===== src/rtl/iae_pkg.sv =====
package iae_pkg;
  localparam int ADDR_W   = 19;
  localparam int DATA_W   = 32;
  localparam int PHY_W    = 8;
  localparam int ADDR_LSB = 0;
  localparam int TGT_LSB  = 19;
  localparam int WR_BIT   = 31;

  typedef enum logic [1:0] {
    TGT_CMEM  = 2'b00,
    TGT_IAR   = 2'b01,
    TGT_PHY_A = 2'b10,
    TGT_PHY_B = 2'b11
  } tgt_e;

  typedef struct packed {
    logic              wr;
    tgt_e              tgt;
    logic [ADDR_W-1:0] addr;
  } cmd_t;

  function automatic cmd_t unpack_cmd(input logic [DATA_W-1:0] w);
    cmd_t c;
    c.wr   = w[WR_BIT];
    c.tgt  = tgt_e'(w[TGT_LSB +: 2]);
    c.addr = w[ADDR_LSB +: ADDR_W];
    return c;
  endfunction

  function automatic logic tgt_is_phy(input tgt_e t);
    return t[1];
  endfunction
endpackage


===== src/rtl/iae_seq.sv =====
module iae_seq
  import iae_pkg::*;
#(
  parameter int CM_WAIT  = 3,
  parameter int IAR_WAIT = 1,
  parameter int PHY_WAIT = 4
) (
  input  logic clk,
  input  logic rst_n,
  input  logic start,
  input  cmd_t cmd_in,
  output logic busy,
  output logic done,
  output logic finish,
  output cmd_t cmd_q
);
  localparam int MAXW_A = (CM_WAIT > IAR_WAIT) ? CM_WAIT : IAR_WAIT;
  localparam int MAXW   = (MAXW_A > PHY_WAIT) ? MAXW_A : PHY_WAIT;
  localparam int CW     = $clog2(MAXW + 1);

  logic [CW-1:0] cnt;

  function automatic int wait_of(input tgt_e t);
    case (t)
      TGT_CMEM: return CM_WAIT;
      TGT_IAR:  return IAR_WAIT;
      default:  return PHY_WAIT;
    endcase
  endfunction

  assign finish = busy && (cnt == '0);

  always_ff @(posedge clk) begin
    if (!rst_n) begin
      busy  <= 1'b0;
      done  <= 1'b0;
      cnt   <= '0;
      cmd_q <= '0;
    end else if (!busy) begin
      if (start) begin
        busy  <= 1'b1;
        done  <= 1'b0;
        cmd_q <= cmd_in;
        cnt   <= CW'(wait_of(cmd_in.tgt) - 1);
      end
    end else if (cnt == '0) begin
      busy <= 1'b0;
      done <= 1'b1;
    end else begin
      cnt <= cnt - 1'b1;
    end
  end

  // the latched command cannot move while an access runs
  p_cmd_frozen_r6: assert property (@(posedge clk) disable iff (!rst_n)
    busy |=> $stable(cmd_q));
  // completion flag accompanies the end of every window
  p_done_on_fall_r5: assert property (@(posedge clk) disable iff (!rst_n)
    $fell(busy) |-> done);
  // an idle start opens a window and clears the old completion
  p_start_opens_r5: assert property (@(posedge clk) disable iff (!rst_n)
    (!busy && start) |=> (busy && !done));
endmodule


===== src/rtl/iae_iar_bank.sv =====
module iae_iar_bank #(
  parameter int DEPTH = 8,
  parameter int DW    = 32,
  localparam int AW   = (DEPTH > 1) ? $clog2(DEPTH) : 1
) (
  input  logic          clk,
  input  logic          rst_n,
  input  logic          we,
  input  logic [AW-1:0] idx,
  input  logic [DW-1:0] wdata,
  output logic [DW-1:0] rdata
);
  logic [DW-1:0] rd_vec [DEPTH];

  for (genvar i = 0; i < DEPTH; i++) begin : g_entry
    logic [DW-1:0] q;
    always_ff @(posedge clk) begin
      if (!rst_n)                        q <= '0;
      else if (we && (int'(idx) == i))   q <= wdata;
    end
    assign rd_vec[i] = q;
  end

  always_comb begin
    rdata = '0;
    if (int'(idx) < DEPTH) rdata = rd_vec[idx];
  end
endmodule


===== src/rtl/iae_port_drive.sv =====
module iae_port_drive
  import iae_pkg::*;
(
  input  logic              clk,
  input  logic              rst_n,
  input  logic              busy,
  input  logic              finish,
  input  cmd_t              cmd_q,
  input  logic [DATA_W-1:0] ext_q,
  input  logic [DATA_W-1:0] iar_rdata,
  input  logic [DATA_W-1:0] cm_rdata,
  output logic              cm_req,
  output logic              cm_we,
  output logic [ADDR_W-1:0] cm_addr,
  output logic [DATA_W-1:0] cm_wdata,
  output logic              phy_ce_n,
  output logic              phy_oe_n,
  output logic              phy_rw_n,
  output logic              iar_we,
  output logic [DATA_W-1:0] rd_data
);
  logic is_cm, is_iar, is_phy;

  always_comb begin
    is_cm  = busy && (cmd_q.tgt == TGT_CMEM);
    is_iar = busy && (cmd_q.tgt == TGT_IAR);
    is_phy = busy && tgt_is_phy(cmd_q.tgt);

    cm_req   = is_cm;
    cm_we    = is_cm && cmd_q.wr;
    phy_ce_n = !is_phy;
    phy_oe_n = !(is_phy && !cmd_q.wr);
    phy_rw_n = !(is_phy && cmd_q.wr);
    cm_addr  = (is_cm || is_phy) ? cmd_q.addr : '0;

    cm_wdata = '0;
    if (cmd_q.wr) begin
      if (is_cm)  cm_wdata = ext_q;
      if (is_phy) cm_wdata = {{(DATA_W-PHY_W){1'b0}}, ext_q[PHY_W-1:0]};
    end

    iar_we = finish && is_iar && cmd_q.wr;

    case (cmd_q.tgt)
      TGT_CMEM: rd_data = cm_rdata;
      TGT_IAR:  rd_data = iar_rdata;
      default:  rd_data = {{(DATA_W-PHY_W){1'b0}}, cm_rdata[PHY_W-1:0]};
    endcase
  end

  // memory cycle and PHY cycle never overlap
  p_one_target_r2: assert property (@(posedge clk) disable iff (!rst_n)
    !(cm_req && !phy_ce_n));
  // output enable only inside a selected PHY read
  p_phy_read_strobes_r9: assert property (@(posedge clk) disable iff (!rst_n)
    !phy_oe_n |-> (!phy_ce_n && phy_rw_n));
  // narrow PHY writes keep the upper lanes quiet
  p_phy_lanes_r8: assert property (@(posedge clk) disable iff (!rst_n)
    !phy_rw_n |-> (cm_wdata[DATA_W-1:PHY_W] == '0));
  // no strobe outside a window
  p_idle_quiet_r1: assert property (@(posedge clk) disable iff (!rst_n)
    !busy |-> (phy_ce_n && phy_oe_n && phy_rw_n && !cm_req && !cm_we));
endmodule


===== src/rtl/ind_access_engine.sv =====
module ind_access_engine
  import iae_pkg::*;
#(
  parameter int CM_WAIT   = 3,
  parameter int IAR_WAIT  = 1,
  parameter int PHY_WAIT  = 4,
  parameter int IAR_DEPTH = 8
) (
  input  logic        clk,
  input  logic        rst_n,
  input  logic        host_we,
  input  logic        host_sel,
  input  logic [31:0] host_wdata,
  output logic [31:0] ext_q,
  output logic        busy,
  output logic        done,
  output logic        cm_req,
  output logic        cm_we,
  output logic [18:0] cm_addr,
  output logic [31:0] cm_wdata,
  input  logic [31:0] cm_rdata,
  output logic        phy_ce_n,
  output logic        phy_oe_n,
  output logic        phy_rw_n
);
  localparam int IAW = (IAR_DEPTH > 1) ? $clog2(IAR_DEPTH) : 1;

  cmd_t              cmd_q;
  logic              finish;
  logic              iar_we;
  logic [DATA_W-1:0] iar_rdata;
  logic [DATA_W-1:0] rd_data;
  logic              start;
  logic              ext_wr;

  assign start  = host_we && host_sel;
  assign ext_wr = host_we && !host_sel && !busy;

  iae_seq #(
    .CM_WAIT (CM_WAIT),
    .IAR_WAIT(IAR_WAIT),
    .PHY_WAIT(PHY_WAIT)
  ) u_seq (
    .clk   (clk),
    .rst_n (rst_n),
    .start (start),
    .cmd_in(unpack_cmd(host_wdata)),
    .busy  (busy),
    .done  (done),
    .finish(finish),
    .cmd_q (cmd_q)
  );

  iae_iar_bank #(
    .DEPTH(IAR_DEPTH),
    .DW   (DATA_W)
  ) u_iar (
    .clk  (clk),
    .rst_n(rst_n),
    .we   (iar_we),
    .idx  (cmd_q.addr[IAW-1:0]),
    .wdata(ext_q),
    .rdata(iar_rdata)
  );

  iae_port_drive u_drv (
    .clk      (clk),
    .rst_n    (rst_n),
    .busy     (busy),
    .finish   (finish),
    .cmd_q    (cmd_q),
    .ext_q    (ext_q),
    .iar_rdata(iar_rdata),
    .cm_rdata (cm_rdata),
    .cm_req   (cm_req),
    .cm_we    (cm_we),
    .cm_addr  (cm_addr),
    .cm_wdata (cm_wdata),
    .phy_ce_n (phy_ce_n),
    .phy_oe_n (phy_oe_n),
    .phy_rw_n (phy_rw_n),
    .iar_we   (iar_we),
    .rd_data  (rd_data)
  );

  always_ff @(posedge clk) begin
    if (!rst_n)                      ext_q <= '0;
    else if (finish && !cmd_q.wr)    ext_q <= rd_data;
    else if (ext_wr)                 ext_q <= host_wdata;
  end

  // host data writes cannot disturb a running access
  p_ext_hold_r6: assert property (@(posedge clk) disable iff (!rst_n)
    (busy && !finish) |=> $stable(ext_q));
  // a write command never alters the staged data at completion
  p_write_keeps_ext_r3: assert property (@(posedge clk) disable iff (!rst_n)
    (finish && cmd_q.wr) |=> $stable(ext_q));
endmodule


===== config.mk =====
export PLATFORM = sky130hd
export DESIGN_NAME = ind_access_engine
export DESIGN_NICKNAME = d
export VERILOG_FILES = /design/src/rtl/iae_pkg.sv /design/src/rtl/iae_seq.sv /design/src/rtl/iae_iar_bank.sv /design/src/rtl/iae_port_drive.sv /design/src/rtl/ind_access_engine.sv
export SDC_FILE = /design/constraint.sdc
export NUM_CORES = 1
export LEC_CHECK = 0
export ABC_AREA = 1
export BUFFER_PORTS_ARGS = -buffer_cell sky130_fd_sc_hd__buf_4
export CORE_ASPECT_RATIO = 0.5
export CORE_MARGIN = 2
export CORE_UTILIZATION = 30
export CTS_BUF_LIST = sky130_fd_sc_hd__clkbuf_8
export CTS_CLUSTER_SIZE = 10
export DETAILED_ROUTE_END_ITERATION = 7
export GPL_TIMING_DRIVEN = 0
export PLACE_DENSITY_LB_ADDON = 0.1
export SLEW_MARGIN = 20
export SYNTH_ARGS = -nofsm -noshare
export SYNTH_HDL_FRONTEND = slang
export SYNTH_SLANG_ARGS = --single-unit

===== constraint.sdc =====
create_clock -name clk -period 3.75 [get_ports clk]
set_input_delay 0.5625 -clock clk [delete_from_list [all_inputs] [get_ports clk]]
set_output_delay 0.5625 -clock clk [all_outputs]
set_load 0.02 [all_outputs]

### After elaboration in Yosys (flattened, before gate mapping)

Index checks and enable logic that the tools add are counted.

| cells by class | value |
|---|---|
| eq/ne operators | 11 |
| add/sub/neg operators | 2 |
| bitwise logic cells | 2 |
| reduce and logical (&&, ||, !) cells | 37 |
| multiplexer cells | 23 |
| $lt $le $gt $ge | 1 |

Operator list:

| kind | number |
|---|---|
| 32-bit 2-to-1 mux | 7 |
| 32-bit binary-select mux with 3-bit select | 1 |
| 32-bit case mux with 2 select lines | 1 |
| 1-bit logical AND | 21 |
| 19-bit 2-to-1 mux | 1 |
| 3-bit 2-to-1 mux | 6 |
| 3-bit == test, second input constant | 4 |
| 3-bit by 2-bit == test with 1-bit output, second input constant | 2 |
| 1-bit logical NOT | 6 |
| 3-bit logical NOT | 2 |
| 1-bit 2-to-1 mux | 6 |
| 3-bit case mux with 2 select lines | 1 |
| 2-bit AND reduction | 3 |
| 2-bit by 1-bit == test with 1-bit output, second input constant | 2 |
| 4-bit >= comparator, second input constant | 1 |
| 2-bit logical NOT | 2 |
| 2-bit inequality test, second input constant | 2 |
| 3-bit inverter with 4-bit output | 1 |
| 2-bit nonzero test | 2 |
| 3-bit by 1-bit == test with 1-bit output, second input constant | 1 |
| 3-bit by 1-bit subtractor with 3-bit output, second input constant | 1 |
| 3-bit by 2-bit subtractor with 3-bit output, second input constant | 1 |
| 1-bit logical OR | 1 |
| 1-bit inverter | 1 |

| word-level totals | value |
|---|---|
| flip-flop bits (word level) | 315 |
| word-level logic and storage cells | 91 |
| output and inout port bits | 90 |

### Longest topological paths before layout

Gate-level depths: netlist (run 1).

| logic depth | value |
|---|---|
| word-level depth | 8 |
| mapped depth | 11 |
| mapped depth without buffers | 10 |

### By module

A second synthesis (run 1) with hierarchy kept.

| second synthesis, totals | value |
|---|---|
| cells, all modules | 2,533 |
| area total of the unflattened synthesis | 15,596.2 sq um |

By module, submodules not included:

| module | times used | cells an instance | area each (sq um) |
|---|---|---|---|
| iae_iar_bank | 1 | 1,850 | 11,592.4 |
| ind_access_engine | 1 | 320 | 2,049.5 |
| iae_seq | 1 | 140 | 1,039.7 |
| iae_port_drive | 1 | 223 | 914.6 |

### Least setup slack after synthesis (run 1)

No wires, ideal clock.

| timing | value |
|---|---|
| path kind | register -> output |
| start | register, netlist name u_seq.cmd_q[20] |
| end | output cm_wdata[7] |
| path buffers | 2 |
| cell stages (with the launch flop) | 7 |
| slack | 1.518 ns |
| required time | 3.188 ns |
| data arrival time | 1.669 ns |
| cells stage by stage | dfxtp_1 inv_1 nand2_1 buf_1 nand2_1 clkbuf_1 nor3_1 |

| between the ends | value |
|---|---|
| cells in the longest elaborated chain, start to end | 5 |

RTL lines:

| what | RTL line | RTL |
|---|---|---|
| 2-bit logical NOT | iae_port_drive.sv:25 | `is_cm = busy && (cmd_q.tgt == TGT_CMEM);` |
| 1-bit logical AND | iae_port_drive.sv:25 |  |
| 32-bit 2-to-1 mux | iae_port_drive.sv:38 | `if (is_cm) cm_wdata = ext_q;` |
| 32-bit 2-to-1 mux * | iae_port_drive.sv:39 | `if (is_phy) cm_wdata = {{(DATA_W-PHY_W){1'b0}}, ext_q[PHY_W-1:0]};` |
| 32-bit 2-to-1 mux * | iae_port_drive.sv:37 | `if (cmd_q.wr) begin` |
| to (decl) | ind_access_engine.sv:20 | `output logic [31:0] cm_wdata,` |

Mark *: on every way between the ends. The rest lies on a longest branch, timed or not.

### Final worst setup path (run 1)

| timing | value |
|---|---|
| start | register, netlist name u_seq.cmd_q[2] |
| end | output cm_addr[2] |

| between the ends | value |
|---|---|
| cells in the longest elaborated chain, start to end | 1 |

RTL lines:

| what | RTL line | RTL |
|---|---|---|
| 19-bit 2-to-1 mux | iae_port_drive.sv:34 | `cm_addr = (is_cm \|\| is_phy) ? cmd_q.addr : '0;` |
| to (decl) | ind_access_engine.sv:19 | `output logic [18:0] cm_addr,` |

Every way passes these cells.

==> summary.md, run 1 <==
### Status
• **status** completed

### Place
• **post-detailed-placement half-perimeter wirelength** 44400 µm
• **Setup Slack @ Placement** 0.613 ns
• **Final GP Congestion** 0.863
• **number of I/O port buffers** 156

### Worst setup path
• **Register-to-Register Setup Slack** 0.87 ns
• **critical path peak fanout** 10
• **CP Capture Type** primary output
• **origin of the critical flop-to-flop path** u_seq.cmd_q[2]$_SDFFE_PN0P_
• **most common cell type on the critical path** sky130_fd_sc_hd__clkbuf_1
• **worst reg2reg path depth** 7
• **family with the most delay on the worst path** buffers and inverters
• **worst r2r dst** ext_q[27]$_SDFFE_PN0P_
• **standard cell with the maximum stage delay on the critical path** sky130_fd_sc_hd__clkbuf_1
• **crit path launch type** flip-flop
• **Worst Setup Path Type** flip-flop to primary output
• **number of buffers and inverters on the critical path** 5
• **Crit path largest cell delay** 0.96 ns
• **cell breakdown of the critical path** buf_2 -> clkinv_1 -> clkbuf_1 -> clkbuf_1 -> nor2_1 -> buf_4
• **arrival time at the worst endpoint** 3.14 ns
• **required time reported for the critical path endpoint** 3.19 ns

### Yosys
• **Synth Warn #** 0
• **proportion of synthesized flip-flops having asynchronous set or reset** 0
• **most area-consuming cells after synthesis** sky130_fd_sc_hd__dfxtp_1, sky130_fd_sc_hd__o21ai_0, sky130_fd_sc_hd__a21oi_1
• **Seq cells post-synth** 315
• **sequential area share after synthesis** 0.459
• **post-synthesis cell area** 0.0138 mm²
• **net count after synthesis** 2050
• **library cells used by synthesis** 25
• **dominant register cell in the synthesized netlist** sky130_fd_sc_hd__dfxtp_1
• **post-synthesis average cell area** 6.95 µm²
• **Post-synth EDFFs** 0
• **area share of the leading cell type in the synthesized netlist** 0.459
• **cell type with the highest aggregate area in the netlist** sky130_fd_sc_hd__dfxtp_1
• **library cell with the highest instance count after synthesis** sky130_fd_sc_hd__o21ai_0
• **Cells after Synth** 1980
• **top cells by instance count after synthesis** sky130_fd_sc_hd__o21ai_0, sky130_fd_sc_hd__dfxtp_1, sky130_fd_sc_hd__a21oi_1

### Global routing
• **first-pass GRT wire length** 90500 µm
• **Total Routing Usage GR** 0.260
• **total congestion overflow after global routing** 0
• **number of global-route vias before repair** 13.3k
• **Most Used Layer, Global Route** met1
• **fraction of met1 tracks used by global routing** 0.390
• **initial antenna violation count** 3
• **global-route met3 utilization** 0.0489
• **GRT met2 Usage** 0.380
• **maximum number of pins on one net before global-route repair** 13

### STA
• **clk_skew** 0.0318 ns
• **max-slew headroom at the worst pin** 0.196
• **final setup slack of the worst path** 0.0509 ns
• **fin crit share** 0.986
• **final critical-path required period** 3.70 ns
• **final-layout setup total negative slack** 0 ns
• **timing-limited maximum frequency** 270 MHz
• **Worst-Margin Slew** 1.21 ns
• **unrepaired setup endpoints after global routing** false
• **Final Max Tran Viols** 0
• **setup violators final** 0
• **number of hold violations in the final report** 0

### Detailed routing
• **post-detailed-route DRC marker count** 0
• **total wire length** 63400 µm
• **number of vias in the routed layout** 14.3k
• **initial DRC count** 1315
• **number of detailed-routing iterations run before antenna repair** 6
• **via density per instance** 5.06
• **number of routed nets with antenna violations** 0
• **routed len/inst** 22.4 µm

### CTS
• **# H-tree levels** 2
• **total CTS buffers** 51
• **clock root cell** sky130_fd_sc_hd__clkbuf_8
• **Reg clk slew, reported paths** 0.06 ns
• **TritonCTS clock tree** built
• **number of buffers between clock root and the deepest sink** 3
• **Num Clock Sinks** 315
• **clock insertion delay at the later pin of the skew report** 0.62 ns

### Die
• **total die area** 0.0477 mm²
• **die extent in x** 307 µm
• **Core Box Area** 0.0452 mm²
• **count of boundary I/O pins** 158
• **effective utilization at floorplan** 0.304
• **number of rows created at floorplan** 55
• **chip height** 155 µm

### Flow run
• **number of maximum-capacitance violations** 0

### Power
• **total power per unit cell area** 450 mW/mm²
• **cell leakage power** 6.31 nW
• **maximum resistive drop on vdd** 0.246 mV

### Worst hold path
• **worst hold-check path type** primary input to flip-flop
• **hold wc startpoint** cm_rdata[8]
• **worst hold path depth** 3
• **endpoint with the worst hold slack** ext_q[8]$_SDFFE_PN0P_

### Layout
• **synthesis-to-layout area growth** 21.6%
• **share of final-layout standard cells stronger than drive strength 1** 0.118
• **total number of nets in the final design** 2258
• **Filler cells** 5000

## placed cells by master (no fill, tap or decap)
cell type,n
sky130_fd_sc_hd__clkbuf_8,64
sky130_fd_sc_hd__nand3_2,5
sky130_fd_sc_hd__clkbuf_1,113
sky130_fd_sc_hd__inv_2,4
sky130_fd_sc_hd__nor2_1,244
sky130_fd_sc_hd__o21ai_0,317
sky130_fd_sc_hd__clkinv_1,2
sky130_fd_sc_hd__a22oi_1,24
sky130_fd_sc_hd__nand2_1,245
sky130_fd_sc_hd__o2111ai_1,4
sky130_fd_sc_hd__o211ai_1,1
sky130_fd_sc_hd__buf_4,160
sky130_fd_sc_hd__inv_1,264
sky130_fd_sc_hd__bufinv_16,2
sky130_fd_sc_hd__clkinv_2,4
sky130_fd_sc_hd__nor3_4,1
sky130_fd_sc_hd__diode_2,1
sky130_fd_sc_hd__a31oi_1,1
sky130_fd_sc_hd__nor3_1,8
sky130_fd_sc_hd__ha_1,2
sky130_fd_sc_hd__nand3_1,57
sky130_fd_sc_hd__nand4_1,41
sky130_fd_sc_hd__clkinvlp_4,1
sky130_fd_sc_hd__a211oi_1,1
sky130_fd_sc_hd__a21oi_1,312
sky130_fd_sc_hd__nor2_4,1
sky130_fd_sc_hd__dfxtp_1,315
sky130_fd_sc_hd__nand2_2,1
sky130_fd_sc_hd__buf_2,18
sky130_fd_sc_hd__buf_1,11
sky130_fd_sc_hd__nor2_2,2
## report_power, final
part	switching (W)	leakage (nW)	internal, W
registers	0.000127	2.55	0.00340
logic	0.000604	3.15	0.000237
clock network	0.00149	0.605	0.00166
total	0.00222	6.31	0.00530
## worst max path at each step
stage	from	end	slack [ns]	depth (start not counted)
after floorplan	u_seq.cmd_q[20]$_SDFFE_PN0P_	cm_wdata[7]	1.52	6
after global placement	u_seq.cmd_q[20]$_SDFFE_PN0P_	cm_wdata[23]	0.13	7
after detailed placement	u_seq.cmd_q[20]$_SDFFE_PN0P_	cm_wdata[23]	0.61	7
after CTS	u_seq.cmd_q[2]$_SDFFE_PN0P_	cm_addr[2]	0.15	6
after global routing	u_seq.cmd_q[2]$_SDFFE_PN0P_	cm_addr[2]	0.09	6
final	u_seq.cmd_q[2]$_SDFFE_PN0P_	cm_addr[2]	0.05	6
## cell type report
cell class | count | area (µm²) | share of cell area
flip-flops and latches | 315 | 6310 | 0.377
multi-input cells | 1267 | 5920 | 0.354
repair buffers | 156 | 1170 | 0.0700
inverters | 251 | 942 | 0.0564
clock buffers | 64 | 881 | 0.0527
well taps | 598 | 748 | 0.0448
plain buffers | 146 | 586 | 0.0350
clock inverters | 26 | 159 | 0.00950
diodes | 1 | 2.50 | 0.000150
## routing by layer
metal,up-vias,part of all wire
met4,0,0.019
li1,6888,-
met2,526,0.41
met3,91,0.080
met1,6782,0.49
met5,-,0
## per-stage QoR
step	cell area (µm²)	hold WS, ns	std cells	utilization	power, W
final	16700	0.232	2824	0.370	0.00753
after global routing	16700	0.217	2823	0.370	0.00779
after CTS	16700	0.205	2824	0.370	0.00754
after detailed placement	15700	0.436	2734	0.347	0.00443
after global placement	15700	0.432	2734	0.347	0.00443
after floorplan	13800	0.423	1980	-	0.00396
## worst min-delay path, cell delays in order
cell	delay [ns]
sky130_fd_sc_hd__buf_4	0.08
sky130_fd_sc_hd__a21oi_1	0.05
sky130_fd_sc_hd__a21oi_1	0.12
## cells by family (layout without fill, tap and decap cells)
group,count (synthesis),in the layout,share of synthesized area
AND/OR/NAND/NOR,605,605,0.182
adder cells (fa/ha/maj),2,2,0.00182
other,0,1,0
buffers and inverters,398,643,0.111
flip-flops,315,315,0.459
AO/OA/AOI/OAI,660,660,0.246
## state kept, by name (all words and copies together) (netlist names)
signal           cells
ext_q               32
u_iar.g_entry.q    256
u_seq.busy           1
u_seq.cmd_q         22
u_seq.cnt            3
u_seq.done           1
## timing repair
action	in CTS	in global routing
resized for setup	1	0
buffers inserted	0	0
hold endpoints to repair	0	0
setup endpoints to repair	10	1
hold buffers	0	0
No activity file was read; power rests on OpenSTA's default activity.
==> inputs of run 2 (changes only) <==
--- a/config.mk
+++ b/config.mk
@@ -8,3 +8,2 @@
 export ABC_AREA = 1
-export BUFFER_PORTS_ARGS = -buffer_cell sky130_fd_sc_hd__buf_4
 export CORE_ASPECT_RATIO = 0.5
@@ -15,2 +14,3 @@
 export DETAILED_ROUTE_END_ITERATION = 7
+export DONT_BUFFER_PORTS = 1
 export GPL_TIMING_DRIVEN = 0
==> constraint.sdc (replaced) <==
create_clock -name clk -period 3.75 [get_ports clk]
set_input_delay 0.75 -clock clk [delete_from_list [all_inputs] [get_ports clk]]
set_output_delay 0.75 -clock clk [all_outputs]
set_load 0.02 [all_outputs]
==> run 2 against run 1 <==
  * Flip-flop and latch count stayed put
  * Via count is 4.2% lower
  * Core utilization is 2.8 points lower
  * Sequential power is 1% higher
  * Largest cell class unchanged
==> summary.md, run 2 (synthesis results as in run 1) <==
### Detailed routing
• **post-detailed-route DRC marker count** 0, unchanged
• **length of routed met3 wiring** 4590 µm, -9.1%
• **total wire length** 63300 µm, -0.18%
• **wire length the detailed router placed on met1** 31200 µm, -0.60%
• **Met2 Routed Length** 26300 µm, +2.2%
• **number of routed nets with antenna violations** 0, unchanged
• **number of detailed-routing iterations run before antenna repair** 5, -1
• **routed len/inst** 23.8 µm, +5.9%
• **highest signal layer in the routed design** met4
• **via density per instance** 5.14, +1.7%
• **initial DRC count** 1360, +3.4%
• **number of vias in the routed layout** 13.7k, -4.2%

### Layout
• **most flop-heavy register** u_iar.g_entry.q
• **total number of nets in the final design** 2101, -7.0%
• **Regs by FF count** u_iar.g_entry.q (256), ext_q (32), u_seq.cmd_q (22)
• **count of placed standard cells in the final layout, fillers left out** 2661, -5.8%
• **most common cell after layout, fill and taps aside** sky130_fd_sc_hd__o21ai_0
• **synthesis-to-layout area growth** 12.5%
• **most used cells in the layout excluding fill and tap cells** sky130_fd_sc_hd__o21ai_0, sky130_fd_sc_hd__dfxtp_1, sky130_fd_sc_hd__a21oi_1
• **share of final-layout standard cells stronger than drive strength 1** 0.0559, -0.0623
• **post-layout instance area** 0.0155 mm², -7.5%
• **Filler cells** 4982, -0.36%
• **max FFs per register** 256, unchanged

### Worst hold path
• **endpoint with the worst hold slack** ext_q[5]$_SDFFE_PN0P_
• **hold wc startpoint** cm_rdata[5]
• **worst hold-check path type** primary input to flip-flop
• **worst hold path depth** 2, -1

### STA
• **unrepaired setup endpoints after global routing** false
• **final-layout setup total negative slack** 0 ns, unchanged
• **timing-limited maximum frequency** 283 MHz, +4.7%
• **clk_skew** 0.0215 ns, -0.0103 ns
• **final hold slack** 0.341 ns, +0.109 ns
• **final critical-path required period** 3.53 ns, -0.165 ns
• **setup violators final** 0, unchanged
• **Worst-Margin Slew** 1.19 ns, -0.0130 ns
• **fin crit share** 0.942, -0.0441
• **Final Max Tran Viols** 0, unchanged
• **max-slew headroom at the worst pin** 0.205, +0.00868
• **number of hold violations in the final report** 0, unchanged

### CTS
• **TritonCTS clock tree** built
• **# H-tree levels** 2, unchanged
• **number of buffers between clock root and the deepest sink** 3, unchanged
• **Reg clk slew, reported paths** 0.07 ns, about the same
• **Num Clock Sinks** 315, unchanged
• **clock insertion delay at the later pin of the skew report** 0.61 ns, about the same
• **total CTS buffers** 48, -5.9%
• **post-cts hold buffer count** 0, unchanged
• **clock root cell** sky130_fd_sc_hd__clkbuf_8

### Die
• **Core Box Area** 0.0452 mm², unchanged
• **effective utilization at floorplan** 0.304, unchanged
• **chip height** 155 µm, unchanged
• **count of boundary I/O pins** 158, unchanged
• **total die area** 0.0477 mm², unchanged
• **die extent in x** 307 µm, unchanged
• **number of rows created at floorplan** 55, unchanged

### Worst setup path
• **CP Capture Type** primary output
• **standard cell with the maximum stage delay on the critical path** sky130_fd_sc_hd__nand2_1
• **critical path peak fanout** 11, +1
• **worst reg2reg path depth** 6, -1
• **crit path launch type** flip-flop
• **Register-to-Register Setup Slack** 0.88 ns, about the same
• **origin of the critical flop-to-flop path** u_seq.cmd_q[19]$_SDFFE_PN0P_
• **Worst Setup Path Type** flip-flop to primary output
• **Crit path largest cell delay** 0.48 ns, -0.48 ns
• **most common cell type on the critical path** sky130_fd_sc_hd__nand2_1
• **arrival time at the worst endpoint** 2.78 ns, -0.36 ns
• **cell breakdown of the critical path** inv_1 -> nand2_1 -> nand2_1 -> clkbuf_1 -> nor2_1
• **required time reported for the critical path endpoint** 3.00 ns, -0.19 ns
• **worst r2r dst** u_iar.g_entry[2].q[13]$_SDFFE_PN0P_

### Status
• **status** completed

### Place
• **Inst Count DP** 2578, -5.7%
• **Final GP Congestion** 0.848, -1.7%
• **Cell Area, Placed** 0.0145 mm², -7.5%
• **post-detailed-placement half-perimeter wirelength** 44200 µm, -0.54%
• **number of I/O port buffers** 0, -100%

### Global routing
• **total congestion overflow after global routing** 0, unchanged
• **maximum number of pins on one net before global-route repair** 13, unchanged
• **Total Routing Usage GR** 0.263, +0.00237
• **number of global-route vias before repair** 12.8k, -4.1%
• **first-pass GRT wire length** 90700 µm, +0.18%
• **initial antenna violation count** 5, +2

### Power
• **power share of the clock group** 0.403, -0.016
• **switching share of total power** 0.301, +0.00608
• **cell leakage power** 5.43 nW, -14%
• **switching power of the nets** 0.00215 W, -3.5%
• **Int Pwr** 0.00497 W, -6.3%
• **relative contribution of combinational cells to total power** 0.094, -0.018
• **proportion of power drawn by flip-flops and latches** 0.503, +0.034
• **maximum resistive drop on vdd** 0.222 mV, -9.8%
• **total power per unit cell area** 460 mW/mm², +2.2%

### Flow run
• **number of maximum-capacitance violations** 0, unchanged

==> run 2: cell count changes in the layout (fill, tap and decap cells not counted), moves of 3 or more <==
cell | before | now
sky130_fd_sc_hd__inv_1 | 264 | 260
sky130_fd_sc_hd__nor2_1 | 244 | 233
sky130_fd_sc_hd__clkinv_2 | 4 | 1
sky130_fd_sc_hd__buf_4 | 160 | 6
sky130_fd_sc_hd__diode_2 | 1 | 4
sky130_fd_sc_hd__clkbuf_8 | 64 | 60
sky130_fd_sc_hd__nor2_2 | 2 | 13
==> run 2: worst max-delay path, delay by kind of cell, from the launching register on <==
family	cells	cell delay [ns]
AND/OR/NAND/NOR	3	1.32
buffers and inverters	2	0.48
flip-flops	1	0.39
==> run 2: stage by stage <==
| stage | utilization | setup WS (ns) | power, W |
|---|---|---|---|
| 2_1_floorplan | - | 1.33 | 0.00396 |
| 3_3_place_gp | 0.321 | -0.381 | 0.00430 |
| 3_5_place_dp | 0.321 | 0.0742 | 0.00431 |
| 4_1_cts | 0.341 | -0.0645 | 0.00714 |
| 5_1_grt | 0.342 | 0.0365 | 0.00739 |
| 6_report | 0.342 | 0.216 | 0.00712 |
==> run 2: layout make-up <==
type | instances | area (µm²) | share of cell area
multi-input cells | 1267 | 5960 | 0.385
plain buffers | 146 | 588 | 0.0380
clock inverters | 18 | 76.3 | 0.00493
well taps | 598 | 748 | 0.0484
flip-flops and latches | 315 | 6310 | 0.408
diodes | 4 | 10.0 | 0.000647
inverters | 251 | 942 | 0.0609
clock buffers | 60 | 826 | 0.0534
repair buffers | 2 | 15.0 | 0.000971
==> run 2: how the worst max path moves through the flow <==
stage / startpoint / endpoint / slack (ns)
3_3_place_gp: u_seq.cmd_q[20]$_SDFFE_PN0P_ / cm_wdata[22] / -0.38
4_1_cts: u_seq.cmd_q[20]$_SDFFE_PN0P_ / cm_wdata[22] / -0.06
5_1_grt: u_seq.cmd_q[20]$_SDFFE_PN0P_ / cm_addr[0] / 0.04
6_report: u_seq.cmd_q[20]$_SDFFE_PN0P_ / cm_addr[2] / 0.22
3_5_place_dp: u_seq.cmd_q[20]$_SDFFE_PN0P_ / cm_wdata[22] / 0.07
2_1_floorplan: u_seq.cmd_q[20]$_SDFFE_PN0P_ / cm_wdata[7] / 1.33
==> run 2: timing repair <==
action	in CTS	in global routing
setup buffers	0	2
pin swaps	0	1
endpoints found under the setup margin	32	20
endpoints found under the hold margin	0	0
resized for setup	4	13
==> run 2: metal layers <==
layer / global-route usage / vias to the layer above
met3: 0.0508 / 65
li1: - / 6572
met1: 0.391 / 6575
met5: 0 / -
met4: 0.0628 / 0
met2: 0.385 / 475
==> run 2: power by group through the flow <==
stage	clock, W	combinational (W)	sequential [W]
finish	0.00287	0.000671	0.00358
floorplan	0	0.000384	0.00358
detailed placement	0	0.000651	0.00366
global placement	0	0.000650	0.00365
global route	0.00308	0.000731	0.00359
CTS	0.00290	0.000654	0.00358
